[src/rtl/serial_rx_pkg.sv]
package serial_rx_pkg;

  localparam int MAX_BITS = 9;
  localparam int IDX_W    = $clog2(MAX_BITS + 1);

  typedef enum logic [2:0] {
    ST_IDLE, ST_START, ST_DATA, ST_PAR, ST_STOP
  } rx_state_t;

  // two-of-three decision
  function automatic logic vote3(input logic a, input logic b, input logic c);
    return (a & b) | (a & c) | (b & c);
  endfunction

  // data bit count for a size code
  function automatic logic [IDX_W-1:0] data_bits(input logic [2:0] code);
    case (code)
      3'd0: return IDX_W'(5);
      3'd1: return IDX_W'(6);
      3'd2: return IDX_W'(7);
      3'd7: return IDX_W'(9);
      default: return IDX_W'(8);
    endcase
  endfunction

  // 1 when the received parity bit disagrees with the selected sense
  function automatic logic parity_bad(input logic [MAX_BITS-1:0] d,
                                      input logic pbit, input logic odd);
    return ((^d) ^ pbit) != odd;
  endfunction

endpackage

[src/rtl/rx_sampler.sv]
module rx_sampler
  import serial_rx_pkg::*;
#(
  parameter int OS_RATE     = 16,
  parameter int SYNC_STAGES = 2
) (
  input  logic clk,
  input  logic rst_n,
  input  logic tick,
  input  logic rxd,
  input  logic dbl,
  input  logic frame_end,
  output logic start_pulse,
  output logic bit_strobe,
  output logic bit_value
);
  localparam int CW = $clog2(OS_RATE + 1);

  logic [SYNC_STAGES-1:0] sync_q;
  logic                   rx_s;
  logic                   running;
  logic                   dbl_l;
  logic [CW-1:0]          cnt;
  logic [CW-1:0]          cnt_nxt;
  logic [CW-1:0]          os_cur;
  logic [CW-1:0]          lo_pos;
  logic                   s_lo, s_mid;

  always_ff @(posedge clk or negedge rst_n) begin
    if (!rst_n) sync_q <= '1;
    else        sync_q <= {sync_q[SYNC_STAGES-2:0], rxd};
  end
  assign rx_s = sync_q[SYNC_STAGES-1];

  always_comb begin
    os_cur  = dbl_l ? CW'(OS_RATE / 2) : CW'(OS_RATE);
    lo_pos  = os_cur >> 1;
    cnt_nxt = (cnt == os_cur) ? CW'(1) : cnt + CW'(1);
  end

  assign start_pulse = tick & ~running & ~rx_s;
  assign bit_strobe  = tick & running & (cnt_nxt == lo_pos + CW'(2));
  assign bit_value   = vote3(s_lo, s_mid, rx_s);

  always_ff @(posedge clk or negedge rst_n) begin
    if (!rst_n) begin
      running <= 1'b0;
      dbl_l   <= 1'b0;
      cnt     <= '0;
      s_lo    <= 1'b1;
      s_mid   <= 1'b1;
    end else if (tick) begin
      if (!running) begin
        if (!rx_s) begin
          running <= 1'b1;
          cnt     <= CW'(1);
          dbl_l   <= dbl;
        end
      end else if (frame_end) begin
        running <= 1'b0;
      end else begin
        cnt <= cnt_nxt;
        if (cnt_nxt == lo_pos)          s_lo  <= rx_s;
        if (cnt_nxt == lo_pos + CW'(1)) s_mid <= rx_s;
      end
    end
  end

  // a frame may only begin after the synchronized line was seen low
  assert_start_low_R1: assert property (@(posedge clk) disable iff (!rst_n)
    $rose(running) |-> !$past(rx_s));

  // after the first stop bit (or a false start) the sampler hunts again
  assert_return_hunt_R10: assert property (@(posedge clk) disable iff (!rst_n)
    (frame_end && tick) |=> !running);

endmodule

[src/rtl/rx_frame.sv]
module rx_frame
  import serial_rx_pkg::*;
(
  input  logic                clk,
  input  logic                rst_n,
  input  logic                start_pulse,
  input  logic                bit_strobe,
  input  logic                bit_value,
  input  logic [2:0]          size_code,
  input  logic [1:0]          parity_mode,
  output logic                frame_end,
  output logic                char_done,
  output logic [MAX_BITS-1:0] char_data,
  output logic                char_ferr,
  output logic                char_perr
);
  rx_state_t           state;
  logic [IDX_W-1:0]    idx;
  logic [IDX_W-1:0]    nbits_l;
  logic                par_en_l, par_odd_l;
  logic [MAX_BITS-1:0] shreg;
  logic                pbit;

  assign frame_end = bit_strobe &
                     (((state == ST_START) & bit_value) | (state == ST_STOP));
  assign char_done = bit_strobe & (state == ST_STOP);
  assign char_data = shreg;
  assign char_ferr = ~bit_value;
  assign char_perr = par_en_l & parity_bad(shreg, pbit, par_odd_l);

  always_ff @(posedge clk or negedge rst_n) begin
    if (!rst_n) begin
      state     <= ST_IDLE;
      idx       <= '0;
      nbits_l   <= IDX_W'(8);
      par_en_l  <= 1'b0;
      par_odd_l <= 1'b0;
      shreg     <= '0;
      pbit      <= 1'b0;
    end else begin
      case (state)
        ST_IDLE: if (start_pulse) begin
          state     <= ST_START;
          nbits_l   <= data_bits(size_code);
          par_en_l  <= parity_mode[1];
          par_odd_l <= parity_mode[0];
        end
        ST_START: if (bit_strobe) begin
          if (bit_value) state <= ST_IDLE;
          else begin
            state <= ST_DATA;
            idx   <= '0;
            shreg <= '0;
            pbit  <= 1'b0;
          end
        end
        ST_DATA: if (bit_strobe) begin
          shreg[idx] <= bit_value;
          idx        <= idx + IDX_W'(1);
          if (idx == nbits_l - IDX_W'(1))
            state <= par_en_l ? ST_PAR : ST_STOP;
        end
        ST_PAR: if (bit_strobe) begin
          pbit  <= bit_value;
          state <= ST_STOP;
        end
        ST_STOP: if (bit_strobe) state <= ST_IDLE;
        default: state <= ST_IDLE;
      endcase
    end
  end

  // a start bit that votes high abandons the frame
  assert_false_start_R1: assert property (@(posedge clk) disable iff (!rst_n)
    (bit_strobe && state == ST_START && bit_value) |=> state == ST_IDLE);

endmodule

[src/rtl/rx_hold.sv]
module rx_hold
  import serial_rx_pkg::*;
(
  input  logic                clk,
  input  logic                rst_n,
  input  logic                char_done,
  input  logic [MAX_BITS-1:0] char_data,
  input  logic                char_ferr,
  input  logic                char_perr,
  input  logic                rd_ack,
  input  logic                par_en_live,
  output logic [7:0]          rx_data,
  output logic                rx_bit8,
  output logic                rx_valid,
  output logic                rx_strobe,
  output logic                frame_err,
  output logic                parity_err,
  output logic                overrun
);
  logic perr_q;

  always_ff @(posedge clk or negedge rst_n) begin
    if (!rst_n) begin
      rx_data   <= '0;
      rx_bit8   <= 1'b0;
      rx_valid  <= 1'b0;
      rx_strobe <= 1'b0;
      frame_err <= 1'b0;
      perr_q    <= 1'b0;
      overrun   <= 1'b0;
    end else begin
      rx_strobe <= 1'b0;
      if (rd_ack) begin
        rx_valid <= 1'b0;
        overrun  <= 1'b0;
      end
      if (char_done) begin
        if (rx_valid && !rd_ack) begin
          overrun <= 1'b1;
        end else begin
          rx_data   <= char_data[7:0];
          rx_bit8   <= char_data[MAX_BITS-1];
          frame_err <= char_ferr;
          perr_q    <= char_perr;
          rx_valid  <= 1'b1;
          rx_strobe <= 1'b1;
        end
      end
    end
  end

  assign parity_err = perr_q & par_en_live;

  assert_overrun_keep_R11: assert property (@(posedge clk) disable iff (!rst_n)
    (char_done && rx_valid && !rd_ack) |=>
      (overrun && $stable(rx_data) && $stable(rx_bit8) && !rx_strobe));

  assert_store_R10: assert property (@(posedge clk) disable iff (!rst_n)
    (char_done && !(rx_valid && !rd_ack)) |=> (rx_valid && rx_strobe));

  assert_ack_clear_R10: assert property (@(posedge clk) disable iff (!rst_n)
    (rd_ack && !char_done) |=> (!rx_valid && !overrun));

endmodule

[src/rtl/serial_rx_vote.sv]
module serial_rx_vote
  import serial_rx_pkg::*;
#(
  parameter int OS_RATE     = 16,
  parameter int SYNC_STAGES = 2
) (
  input  logic       clk,
  input  logic       rst_n,
  input  logic       baud_tick,
  input  logic       rxd,
  input  logic       dbl_speed,
  input  logic [2:0] size_code,
  input  logic [1:0] parity_mode,
  input  logic       rd_ack,
  output logic [7:0] rx_data,
  output logic       rx_bit8,
  output logic       rx_valid,
  output logic       rx_strobe,
  output logic       frame_err,
  output logic       parity_err,
  output logic       overrun
);
  logic                start_pulse, bit_strobe, bit_value, frame_end;
  logic                char_done, char_ferr, char_perr;
  logic [MAX_BITS-1:0] char_data;

  rx_sampler #(.OS_RATE(OS_RATE), .SYNC_STAGES(SYNC_STAGES)) u_samp (
    .clk(clk), .rst_n(rst_n), .tick(baud_tick), .rxd(rxd), .dbl(dbl_speed),
    .frame_end(frame_end), .start_pulse(start_pulse),
    .bit_strobe(bit_strobe), .bit_value(bit_value)
  );

  rx_frame u_frame (
    .clk(clk), .rst_n(rst_n), .start_pulse(start_pulse),
    .bit_strobe(bit_strobe), .bit_value(bit_value),
    .size_code(size_code), .parity_mode(parity_mode),
    .frame_end(frame_end), .char_done(char_done), .char_data(char_data),
    .char_ferr(char_ferr), .char_perr(char_perr)
  );

  rx_hold u_hold (
    .clk(clk), .rst_n(rst_n), .char_done(char_done), .char_data(char_data),
    .char_ferr(char_ferr), .char_perr(char_perr), .rd_ack(rd_ack),
    .par_en_live(parity_mode[1]), .rx_data(rx_data), .rx_bit8(rx_bit8),
    .rx_valid(rx_valid), .rx_strobe(rx_strobe), .frame_err(frame_err),
    .parity_err(parity_err), .overrun(overrun)
  );

endmodule

[config.mk]
export PLATFORM = sky130hd
export DESIGN_NAME = serial_rx_vote
export DESIGN_NICKNAME = d
export VERILOG_FILES = /design/src/rtl/serial_rx_pkg.sv /design/src/rtl/rx_sampler.sv /design/src/rtl/rx_frame.sv /design/src/rtl/rx_hold.sv /design/src/rtl/serial_rx_vote.sv
export SDC_FILE = /design/constraint.sdc
export NUM_CORES = 1
export LEC_CHECK = 0
export BUFFER_PORTS_ARGS = -buffer_cell sky130_fd_sc_hd__buf_2
export CAP_MARGIN = 20
export CORE_MARGIN = 2
export CORE_UTILIZATION = 50
export CTS_CLUSTER_DIAMETER = 80
export DETAILED_ROUTE_END_ITERATION = 6
export PLACE_DENSITY = 0.69
export SLEW_MARGIN = 5
export SYNTH_ARGS = -nofsm -noshare
export SYNTH_HDL_FRONTEND = slang
export SYNTH_SLANG_ARGS = --single-unit
[constraint.sdc]
create_clock -name clk -period 5.52 [get_ports clk]
set_clock_uncertainty 0.2 [all_clocks]
set_input_delay 0.552 -clock clk [delete_from_list [all_inputs] [get_ports clk]]
set_output_delay 0.552 -clock clk [all_outputs]
set_load 0.05 [all_outputs]
==> results.ini <==
[job]
cap_violations=0

[yosys]
yosysTopAreaCell=dfrtp_1
synth-async-reset-ratio_pct=100
yosysWarnings=0
ys_ff_latch=48
synth_commonest_cells=dfrtp_1, nand2_1, inv_1, nor2_1, xnor2_1
synth_fp_nets=285
synthDistinctLibCells=55
synth_top_area_share_pct=38.7
syn_area_per_cell_sq_um=10.5
synthTopCellsByArea=dfrtp_1, nand2_1, dfstp_2
ys_seq_area_share_pct=43.4
synth-edff-count=0
synthCells=265
synth.cell_area_sq_um=2780
yosysMostFrequentCell=dfrtp_1
synth_flop_cell=dfrtp_1

[sta]
hold_viol_final=0
period_share_pct=50.9
tightest_slew_ns=0.669
drv_slew=0
setup_viol=0
setup_slack_ns=2.71
max_freq_mhz=356
final.setup.tns_ns=0
period_minus_slack_ns=2.81
grt_setup_unrepaired=no
slew_headroom_pct=55.3

[power_and_ir_drop]
peakVddDrop_mv=0.236
total_power_mw=0.818
powerDensity_nw_per_um2=270
p_leak_nw=1.43

[global_routing]
grt_util_met1_pct=23.5
met3_usage_pct=2.76
antenna_found_initial=0
grt_pass1_vias=1861
overflow=0
busiest_layer=met2
grt_pass1_wl_um=8740
grt_max_degree=49
met2_usage_pct=29.8
grt_util_all_layers_pct=17.9

[routing]
drc=0
routed_wl_um=5100
vias=1939
drt_pass1_iterations=4
dr.first_iter.drc_count=142
via_per_inst=5.39
wl_per_cell_um=14.2
drtAntennaViolNets=0

[layout]
drive_above_1_share_pct=22.2
fillCellCount=508
fin_nets=307
fin_area_sq_um=3030
area_growth_pct=8.87
diodes=0
multi_input_area_sq_um=1420
register_area_sq_um=1210

[setup_path]
reg2reg_from=u_samp.cnt[0]$_DFFE_PN0P_
r2r_end=u_hold.rx_data[7]$_DFFE_PN0P_
crit_slowest_cell=mux4_2
path_class=register to register
cp.buffers_inverters=0
r2r_setup_slack_ns=2.71
worstPathCellList=ha_1, nor2b_1, mux4_2, o211ai_4, nor2_8, nand3_4, mux2_1
ff2ff_path_depth=7
startpoint_type=register
slowest_delay_ns=0.52
crit_arrival_ns=2.80
critPathTopFamily=multiplexers
crit_fanout=12
crit_required_ns=5.51
cp-end-kind=register

[clocking]
htreeDepth=2
cts_tree=done
clk_latency_ns=0.30
clk_pin_slew_ns=0.09
cts_buffers=5
cts-root-buf=clkbuf_8
clockBufferDepth=2
cts_sinks=48

[worst_hold_path]
hold_start=rxd
holdPathStages=1
hp-class=primary input to register
worstHoldEndpoint=u_samp.sync_q[0]$_DFF_PN1_

[floorplan]
io_pins=25
fp.dieW_um=78.6
dieArea_sq_um=6170
die_y_um=78.6
rows=27
fp.coreArea_sq_um=5440
initial_core_util_pct=51.1

[run_status]
outcome=finished clean

[place]
post-dp-hpwl_um=3730
dpl_worst_slack_ns=2.71
io_buffers=24
place_area_sq_um=2910
place.gp.congestion=0.842

[metrics by stage]
step	cells	util, %	hold WS, ns
3_5_place_dp	350	53.5	0.148
5_1_grt	360	55.6	0.126
3_3_place_gp	350	53.5	0.146
6_report	360	55.6	0.143
4_1_cts	358	55.1	0.133
2_1_floorplan	265	-	0.0564
[cells by family after synthesis]
kind of cell,Yosys count,share of synthesized area (%)
AO/OA/AOI/OAI,53,15.3
XOR/XNOR,17,5.36
adder cells (fa/ha/maj),10,4.41
buffers and inverters,29,5.36
flip-flops,48,43.4
multiplexers,19,9.05
AND/OR/NAND/NOR,89,17.1
[placed cells by master, fill, tap and decap left out, drive strengths merged, types with 2 or more instances in the layout]
| master | Yosys | layout |
|---|---|---|
| inv | 18 | 18 |
| and2 | 6 | 6 |
| o21ai | 14 | 14 |
| nand3 | 6 | 6 |
| a21boi | 2 | 2 |
| a31oi | 3 | 3 |
| buf | 5 | 25 |
| dfstp | 5 | 5 |
| mux2 | 15 | 15 |
| xnor2 | 11 | 11 |
| o31ai | 2 | 2 |
| dfrtp | 43 | 43 |
| nor2b | 6 | 6 |
| nand2 | 38 | 38 |
| nor3 | 6 | 6 |
| clkinv | 0 | 3 |
| xor2 | 6 | 6 |
| o211ai | 3 | 3 |
| a21oi | 3 | 3 |
| nand2b | 5 | 5 |
| nand4 | 3 | 3 |
| nor2 | 14 | 14 |
| a211oi | 2 | 2 |
| clkbuf | 6 | 5 |
| a211o | 3 | 3 |
| a221o | 2 | 2 |
| ha | 9 | 9 |
| a32o | 2 | 2 |
| mux2i | 3 | 3 |
| a22o | 9 | 9 |
[where the power goes]
group / internal (mW) / total (mW) / switching, mW / leakage (nW)
clock: 0.0885 / 0.208 / 0.119 / 0.0479
combinational: 0.0812 / 0.199 / 0.118 / 0.769
sequential: 0.378 / 0.411 / 0.0332 / 0.611
[final cells by class]
type | instances | share of cell area (%)
Clock inverter | 3 | 0.620
Inverter | 18 | 2.23
Tap cell | 72 | 2.98
Clock buffer | 5 | 2.27
Sequential cell | 48 | 39.9
Timing Repair Buffer | 26 | 4.96
Multi-Input combinational cell | 188 | 47.0
[routing by layer]
| layer | wire [um] | part of all wire, % |
|---|---|---|
| met1 | 2400 | 47 |
| met2 | 2440 | 48 |
| met3 | 188 | 3.7 |
| met4 | 70 | 1.4 |
| met5 | 0 | 0 |
[flip-flops by register name, indices dropped and copies added, names as in the netlist]
| name | count |
|---|---|
| u_samp.cnt | 5 |
| u_hold.rx_data | 8 |
| u_frame.nbits_l | 4 |
| u_frame.pbit | 1 |
| u_hold.frame_err | 1 |
| u_frame.par_en_l | 1 |
| u_frame.idx | 4 |
| u_hold.rx_strobe | 1 |
| u_samp.s_lo | 1 |
| u_hold.perr_q | 1 |
| u_samp.dbl_l | 1 |
| u_hold.rx_bit8 | 1 |
| u_frame.char_data | 9 |
| u_samp.s_mid | 1 |
| u_samp.running | 1 |
| u_hold.rx_valid | 1 |
| u_samp.sync_q | 2 |
| u_frame.state | 3 |
| u_hold.overrun | 1 |
| u_frame.par_odd_l | 1 |
[worst max-delay path by stage]
stage                                    from                          endpoint  slack (ns)  depth (start not counted)
floorplan           u_samp.cnt[0]$_DFFE_PN0P_        u_hold.rx_bit8$_DFFE_PN0P_        2.86                          9
global placement    u_samp.cnt[0]$_DFFE_PN0P_     u_hold.rx_data[7]$_DFFE_PN0P_        2.79                          7
detailed placement  u_samp.cnt[0]$_DFFE_PN0P_     u_hold.rx_data[7]$_DFFE_PN0P_        2.71                          7
CTS                 u_samp.cnt[0]$_DFFE_PN0P_     u_hold.rx_data[7]$_DFFE_PN0P_        2.70                          7
global route        u_samp.cnt[0]$_DFFE_PN0P_  u_frame.char_data[8]$_DFFE_PN0P_        2.51                          7
finish              u_samp.cnt[0]$_DFFE_PN0P_     u_hold.rx_data[7]$_DFFE_PN0P_        2.71                          7
[repair_timing]
item,in CTS,in global routing
hold buffers,0,1
gates resized for setup,0,0
hold endpoints to repair,0,15
buffers inserted,0,0
Note: power is estimated with default switching activity, not from simulation.
